--- src/rtl/sir_pkg.sv ---
package sir_pkg;
  typedef enum logic [1:0] {RX_IDLE, RX_BITS, RX_STOP} rx_state_e;
endpackage

--- src/rtl/sir_sync.sv ---
module sir_sync #(
  parameter int STAGES = 2
) (
  input  logic clk,
  input  logic rst,
  input  logic d,
  input  logic inv,
  output logic q
);
  logic [STAGES-1:0] ff;
  always_ff @(posedge clk) begin
    if (rst) ff <= '0;
    else     ff <= {ff[STAGES-2:0], d};
  end
  assign q = ff[STAGES-1] ^ inv;
endmodule

--- src/rtl/sir_tx_mod.sv ---
module sir_tx_mod #(
  parameter int DATA_W = 8,
  parameter int DIV_W  = 6,
  parameter int PW_W   = 5,
  parameter int OVS    = 16
) (
  input  logic              clk,
  input  logic              rst,
  input  logic              tick,
  input  logic              phy_en,
  input  logic              inv,
  input  logic [DIV_W-1:0]  div,
  input  logic [PW_W-1:0]   pw,
  input  logic [DATA_W-1:0] data,
  input  logic              valid,
  output logic              ready,
  output logic              led
);
  localparam int CNT_W = $clog2(OVS * (2 ** DIV_W));
  localparam int NBITS = DATA_W + 2;
  localparam int IDX_W = $clog2(NBITS + 1);

  logic              busy;
  logic [NBITS-1:0]  shreg;
  logic [CNT_W-1:0]  cnt, last;
  logic [PW_W-1:0]   pw_q;
  logic [IDX_W-1:0]  idx;
  logic              pulse;

  assign ready = phy_en & ~busy;
  assign pulse = busy & ~shreg[0] & (cnt < CNT_W'(pw_q));

  always_ff @(posedge clk) begin
    if (rst) begin
      busy  <= 1'b0;
      shreg <= '1;
      cnt   <= '0;
      last  <= '0;
      pw_q  <= '0;
      idx   <= '0;
      led   <= 1'b0;
    end else begin
      led <= phy_en ? (pulse ^ inv) : inv;
      if (!phy_en) begin
        busy <= 1'b0;
      end else if (valid && ready) begin
        busy  <= 1'b1;
        shreg <= {1'b1, data, 1'b0};
        cnt   <= '0;
        idx   <= '0;
        last  <= CNT_W'(div) * CNT_W'(OVS) + CNT_W'(OVS - 1);
        pw_q  <= pw;
      end else if (busy && tick) begin
        if (cnt == last) begin
          cnt   <= '0;
          shreg <= {1'b1, shreg[NBITS-1:1]};
          idx   <= idx + 1'b1;
          if (idx == IDX_W'(NBITS - 1)) busy <= 1'b0;
        end else begin
          cnt <= cnt + 1'b1;
        end
      end
    end
  end
endmodule

--- src/rtl/sir_rx_demod.sv ---
module sir_rx_demod
  import sir_pkg::*;
#(
  parameter int DATA_W = 8,
  parameter int DIV_W  = 6,
  parameter int OVS    = 16
) (
  input  logic              clk,
  input  logic              rst,
  input  logic              tick,
  input  logic              phy_en,
  input  logic              line,
  input  logic [DIV_W-1:0]  div,
  output logic [DATA_W-1:0] data,
  output logic              valid,
  output logic              ferr
);
  localparam int CNT_W = $clog2(OVS * (2 ** DIV_W));
  localparam int IDX_W = $clog2(DATA_W + 1);

  rx_state_e         state;
  logic [CNT_W-1:0]  cnt, last, half;
  logic [IDX_W-1:0]  idx;
  logic [DATA_W-1:0] shreg;
  logic              prev, seen, seen_nx;
  logic              rise, early, seen_now, nx_now;

  assign rise     = line & ~prev;
  assign early    = cnt < half;
  assign seen_now = seen | (rise & early);
  assign nx_now   = seen_nx | (rise & ~early);

  always_ff @(posedge clk) begin
    if (rst) begin
      state   <= RX_IDLE;
      cnt     <= '0;
      last    <= '0;
      half    <= '0;
      idx     <= '0;
      shreg   <= '0;
      prev    <= 1'b1;
      seen    <= 1'b0;
      seen_nx <= 1'b0;
      data    <= '0;
      valid   <= 1'b0;
      ferr    <= 1'b0;
    end else begin
      prev  <= line;
      valid <= 1'b0;
      ferr  <= 1'b0;
      if (!phy_en) begin
        state <= RX_IDLE;
      end else begin
        case (state)
          RX_IDLE: begin
            if (rise) begin
              state   <= RX_BITS;
              cnt     <= '0;
              idx     <= '0;
              seen    <= 1'b0;
              seen_nx <= 1'b0;
              last    <= CNT_W'(div) * CNT_W'(OVS) + CNT_W'(OVS - 1);
              half    <= CNT_W'(div) * CNT_W'(OVS / 2) + CNT_W'(OVS / 2);
            end
          end
          RX_BITS: begin
            if (tick && cnt == last) begin
              cnt     <= '0;
              seen    <= nx_now;
              seen_nx <= 1'b0;
              if (idx != '0) shreg <= {~seen_now, shreg[DATA_W-1:1]};
              idx <= idx + 1'b1;
              if (idx == IDX_W'(DATA_W)) state <= RX_STOP;
            end else begin
              seen    <= seen_now;
              seen_nx <= nx_now;
              if (tick) cnt <= cnt + 1'b1;
            end
          end
          RX_STOP: begin
            if (tick && cnt == half - 1'b1) begin
              valid <= 1'b1;
              data  <= shreg;
              ferr  <= seen_now;
              state <= RX_IDLE;
            end else begin
              seen <= seen_now;
              if (tick) cnt <= cnt + 1'b1;
            end
          end
          default: state <= RX_IDLE;
        endcase
      end
    end
  end
endmodule

--- src/rtl/sir_pulse_codec.sv ---
module sir_pulse_codec #(
  parameter int DATA_W = 8,
  parameter int DIV_W  = 6,
  parameter int PW_W   = 5,
  parameter int OVS    = 16,
  parameter int SYNC_N = 2
) (
  input  logic              clk,
  input  logic              rst,
  input  logic              tick_en,
  input  logic              phy_en,
  input  logic [DIV_W-1:0]  baud_div,
  input  logic [PW_W-1:0]   pulse_w,
  input  logic              tx_inv,
  input  logic              rx_inv,
  input  logic [DATA_W-1:0] tx_data,
  input  logic              tx_valid,
  output logic              tx_ready,
  output logic              led_tx,
  input  logic              led_rx,
  output logic [DATA_W-1:0] rx_data,
  output logic              rx_valid,
  output logic              rx_frame_err
);
  logic rx_line;

  sir_tx_mod #(.DATA_W(DATA_W), .DIV_W(DIV_W), .PW_W(PW_W), .OVS(OVS)) u_tx (
    .clk(clk), .rst(rst), .tick(tick_en), .phy_en(phy_en), .inv(tx_inv),
    .div(baud_div), .pw(pulse_w), .data(tx_data), .valid(tx_valid),
    .ready(tx_ready), .led(led_tx)
  );

  sir_sync #(.STAGES(SYNC_N)) u_sync (
    .clk(clk), .rst(rst), .d(led_rx), .inv(rx_inv), .q(rx_line)
  );

  sir_rx_demod #(.DATA_W(DATA_W), .DIV_W(DIV_W), .OVS(OVS)) u_rx (
    .clk(clk), .rst(rst), .tick(tick_en), .phy_en(phy_en), .line(rx_line),
    .div(baud_div), .data(rx_data), .valid(rx_valid), .ferr(rx_frame_err)
  );
endmodule

--- config.mk ---
export PLATFORM = sky130hd
export DESIGN_NAME = sir_pulse_codec
export DESIGN_NICKNAME = d
export VERILOG_FILES = /design/src/rtl/sir_pkg.sv /design/src/rtl/sir_sync.sv /design/src/rtl/sir_tx_mod.sv /design/src/rtl/sir_rx_demod.sv /design/src/rtl/sir_pulse_codec.sv
export SDC_FILE = /design/constraint.sdc
export NUM_CORES = 1
export LEC_CHECK = 0
export BUFFER_PORTS_ARGS = -buffer_cell sky130_fd_sc_hd__buf_2
export CAP_MARGIN = 10
export CELL_PAD_IN_SITES_DETAIL_PLACEMENT = 1
export CELL_PAD_IN_SITES_GLOBAL_PLACEMENT = 1
export CORE_MARGIN = 1.5
export CORE_UTILIZATION = 41
export DETAILED_ROUTE_END_ITERATION = 6
export PLACE_DENSITY = 0.74
export SYNTH_ARGS = -nofsm -noshare
export SYNTH_HDL_FRONTEND = slang
export SYNTH_SLANG_ARGS = --single-unit
--- constraint.sdc ---
create_clock -name clk -period 3 [get_ports clk]
set_clock_uncertainty 0.15 [all_clocks]
set_input_delay 0.15 -clock clk [delete_from_list [all_inputs] [get_ports clk]]
set_output_delay 0.15 -clock clk [all_outputs]
set_load 0.005 [all_outputs]
After elaboration in Yosys (flattened, before gate mapping) --
Index checks and enable logic that the tools add are counted. Widths: inputs -> output; s select.
Word-level totals: register bits after elaboration 100, logic and storage cells 118, bits of input ports 27, output and inout port bits 12
Operators by class: eq/ne operators 12, mux-type cells 34, bitwise operators 18, reduce and logical (&&, ||, !) cells 25, add/sub/neg operators 7, $lt $le $gt $ge 2
Operators with widths (count):
- $mux 10 | 10
- $eq 10x10->1 | 3
- $pmux 10 s3 | 1
- $add 10x1->10 const B | 2
- $mux 4 | 5
- $reduce_and 4->1 | 4
- $reduce_and 3->1 | 5
- $add 10x4->10 const B | 1
- $add 9x4->10 const B | 1
- $lt 10x10->1 | 1
- $lt 10x5->1 | 1
- $mux 1 | 10
- $sub 10x1->10 const B | 1
- $add 4x1->4 const B | 2
- $eq 4x4->1 const B | 2
- $mux 2 | 4
- $ne 2x1->1 const B | 4
- $not 1->1 | 8
- $pmux 4 s2 | 1
- $reduce_bool 2->1 | 4
- $and 1x1->1 | 6
- $pmux 2 s3 | 1
- $logic_and 1x1->1 | 4
- $reduce_and 2->1 | 2
- other kinds (13) | 15

Longest topological paths before layout --
depth after elaboration 6, gate-level depth with buffers 10, depth with buffers taken out 9

By module --
A second synthesis with hierarchy kept.
Second synthesis, totals: cells, all modules 556, area, all modules 4773.3 um2
By module, submodules not included:
- sir_rx_demod | sequential area each 1021.0 um2, area each 2825.2 um2, times used 1, cells each 322
- sir_tx_mod | sequential area each 740.7 um2, area each 1886.8 um2, times used 1, cells each 229
- sir_sync | sequential area each 40.0 um2, area each 61.3 um2, times used 1, cells each 5

Worst setup path before layout --
No wires, ideal clock.
path type register -> register, from register u_rx.half[5], to register u_rx.data[0], slack 0.560 ns, path buffers 1, clock period less this slack 2.440 ns, setup time 0.128 ns, arrival time 2.162 ns, cell stages (with the launch flop) 9, required time 2.722 ns, cell sequence dfxtp_1 or3_1 or4_1 a211oi_2 nand3_2 or3_1 buf_6 mux2i_1 nor2_1
On the way: longest elaborated chain between the ends 4
Ends and longest elaborated chain:
- start, declared | RTL line sir_rx_demod.sv:22 | logic [CNT_W-1:0] cnt, last, half;
- start signal, assigned | RTL line sir_rx_demod.sv:63 | half <= CNT_W'(div) * CNT_W'(OVS / 2) + CNT_W'(OVS / 2);
- $sub 10x1->10 | RTL line sir_rx_demod.sv:81 | if (tick && cnt == half - 1'b1) begin
- $eq 10x10->1 | RTL line sir_rx_demod.sv:81
- $logic_and 1x1->1 | RTL line sir_rx_demod.sv:81
- $reduce_and 3->1 (no line)
- end signal, assigned | RTL line sir_rx_demod.sv:83 | data <= shreg;
- end, declared | RTL line sir_rx_demod.sv:14 | output logic [DATA_W-1:0] data,
No other way between the ends. A chain may end at the register's enable or synchronous reset.

Worst setup path in the final report --
from register u_rx.half[6], to register u_rx.data[7]
Same word-level chain as after synthesis.

==> flow_summary.toml <==
[final_layout]
mostFrequentLayoutCell = "dfxtp_1"
layout.nets = 627
final_cell_mix = "dfxtp_1 (90), nor2_1 (69), nand2_1 (52)"
diodes = 0
fin_area_um2 = 5270
drive_gt1_share_pct = 12.5
synthToLayoutAreaGrowth_pct = 17.4

[synth]
async_flop_share_pct = 0
yosysUniqueCellTypes = 59
ys_seq_area_share_pct = 40.1
syn_inst = 525
syn_avg_cell_area_um2 = 8.55
synthFlopType = "dfxtp_1"
syn_nets = 574
syn_area_um2 = 4490
synth_seq_cells = 90
synth-edff-count = 0
yosys_warnings = 0

[setup_path]
r2r_cells = 7
cp.required_ns = 3.09
r2r_slack_ns = 0.23
path_common_cell = "or3_1"
cp_slowest_cell = "or3_1"
critPathKind = "flop to flop"
end_kind = "flop"
cp.arrival_ns = 2.87
crit_fanout = 8
worstReg2RegStart = "u_rx.half[6]$_SDFFE_PP0P_"
max_stage_delay_ns = 0.57
worstReg2RegEnd = "u_rx.data[7]$_SDFFE_PP0P_"
startpoint_type = "flop"
crit_chain = "or3_1 > or4_1 > a211oi_2 > nand3_2 > or3_1 > mux2i_1 > nor2_1"

[placement]
port_buffers = 38
routabilityCongestion = 0.803
dpl.hpwl_mm = 8.23
place_area_um2 = 4800

[timing]
rsz0062_at_grt = "false"
slew_viol_final = 0
min_period_ns = 2.77
fmax_mhz = 361
post-route-period-util_pct = 92.4
setup_violations = 0
worstMarginPinSlew_ns = 0.769
hold_viol = 0
final.setup.tns_ns = 0
max_slew_margin_pct = 48.7

[grt]
grt_pass1_vias = 4012
grt_max_degree = 43
grt-ovfl-total = 0
grtUsageTotal_pct = 22.0
antenna_found_initial = 0
grt_pass1_wl_mm = 19.7

[hold_path]
min_to = "u_rx.cnt[2]$_SDFFE_PP0P_"
min_from = "tick_en"
min_path_cells = 4
hold_class = "input pin to flop"

[floorplan]
std_cell_rows = 38
die_w_um = 108
dieArea_um2 = 11600
start_util_pct = 41.8
io_pins = 39
coreArea_um2 = 10700
die_y_um = 108

[clock_network]
worstSkewPairLatency_ns = 0.39
cts_setup_buffers = 0
cts_sinks = 90
clk_path_buf_depth = 2
path_clk_slew_ns = 0.09
cts_buffers = 9
cts_tree = "yes"
cts-root-buf = "clkbuf_8"
cts_htree_levels = 3

[routing]
first_iter_violations = 160
drc_errors = 0
vias = 3874
vias_per_cell = 5.36
drtAntennaViolNets = 0
wl_mm = 11.9
wire_per_inst_um = 16.4
dr.pass1.iters = 4

[run]
maxCapViolations = 0

[power_and_ir_drop]
p_leak_nw = 2.11
p_per_area_nw_per_um2 = 470
irDropWorstVdd_uv = 354

[status]
outcome = "complete, no violations"
-- area by class of cell --
cell class | count | area [um^2]
well taps | 140 | 175
clock inverters | 6 | 90.1
clock buffers | 10 | 138
flip-flops and latches | 90 | 1800
fillers | 1334 | 5480
repair buffers | 68 | 473
inverters | 25 | 93.8
multi-input cells | 384 | 2500
-- report_power, final --
group | internal [mW] | switching [mW]
combinational | 0.117 | 0.157
clock | 0.493 | 0.462
sequential | 1.22 | 0.0239
-- sequential cells by signal, indices dropped and copies added, names as in the netlist --
signal / count
u_rx.cnt: 10
u_tx.cnt: 10
u_tx.shreg: 9
u_rx.data: 8
u_rx.shreg: 8
u_rx.half: 7
u_rx.last: 7
u_tx.last: 7
u_tx.pw_q: 5
u_rx.idx: 4
u_tx.idx: 4
u_rx.state: 2
u_sync.ff: 2
u_rx.ferr: 1
u_rx.prev: 1
u_rx.seen: 1
u_rx.seen_nx: 1
u_rx.valid: 1
u_tx.busy: 1
u_tx.led: 1
-- Yosys cell counts, drive strengths merged (7+ instances only) --
cell / number / area [um^2]
o21ai: 12 / 60.1
nand4: 12 / 75.1
ha: 22 / 275
xnor2: 27 / 236
nand3: 17 / 90.1
a221oi: 8 / 70.1
nor3: 10 / 55.1
nor2b: 8 / 50.1
a211oi: 7 / 57.6
inv: 25 / 93.8
a21oi: 34 / 174
nand2b: 10 / 62.6
xor2: 13 / 114
clkbuf: 22 / 82.6
or4: 9 / 67.6
dfxtp: 90 / 1800
mux2i: 27 / 270
nor2: 69 / 259
nand2: 52 / 195
-- critical path, delay by kind of cell, from the launching register on --
family,cells,cell delay (ns)
AND/OR/NAND/NOR,5,1.59
multiplexers,1,0.23
AO/OA/AOI/OAI,1,0.29
flip-flops,1,0.37
-- cells by family (layout without fill, tap and decap cells) --
family          Yosys count  count (layout)  synth area share (%)
mux                      28              28                  6.27
xor+xnor                 40              40                  7.81
compound gates           83              83                  12.1
fa+ha+maj                22              22                  6.13
buf+inv                  51             109                  4.49
simple gates            211             211                  23.1
flops                    90              90                  40.1
-- routing by layer --
| layer | wire, um | up-vias | track usage, % |
|---|---|---|---|
| li1 | - | 1924 | - |
| met1 | 5460 | 1892 | 26.4 |
| met2 | 5890 | 44 | 38.2 |
| met3 | 317 | 14 | 4.96 |
| met4 | 205 | 0 | 8.36 |
| met5 | 0 | - | 0 |
-- through the flow --
stage                     hold WS [ns]  total power [mW]  worst slack [ns]  utilization, %  std cells
after floorplan                 0.0957              1.44             0.560               -        525
after global placement           0.218              1.51             0.283            44.7        684
after detailed placement         0.233              1.52             0.207            44.7        684
after CTS                       0.0757              2.50             0.185            48.9        723
after global routing             0.124              2.59           0.00680            49.0        723
final                           0.0965              2.48             0.228            49.0        723
-- how the worst max path moves through the flow --
stage                              startpoint                   endpoint  slack, ns  depth (start not counted)
floorplan           u_rx.half[5]$_SDFFE_PP0P_  u_rx.data[0]$_SDFFE_PP0P_       0.56                          8
global placement    u_rx.half[6]$_SDFFE_PP0P_  u_rx.data[6]$_SDFFE_PP0P_       0.28                          7
detailed placement  u_rx.half[3]$_SDFFE_PP0P_   u_rx.cnt[6]$_SDFFE_PP0P_       0.21                          9
CTS                 u_rx.half[3]$_SDFFE_PP0P_   u_rx.cnt[6]$_SDFFE_PP0P_       0.19                          9
global route        u_rx.half[5]$_SDFFE_PP0P_  u_rx.data[7]$_SDFFE_PP0P_      0.007                          7
finish              u_rx.half[6]$_SDFFE_PP0P_  u_rx.data[7]$_SDFFE_PP0P_       0.23                          7
-- repair_timing --
| action | 4_1_cts | 5_1_grt |
|---|---|---|
| gates resized for setup | 0 | 2 |
| setup endpoints to repair | 0 | 3 |
| hold buffers | 23 | 0 |
| hold endpoints to repair | 32 | 0 |
Power figures use the tool's default switching activity.
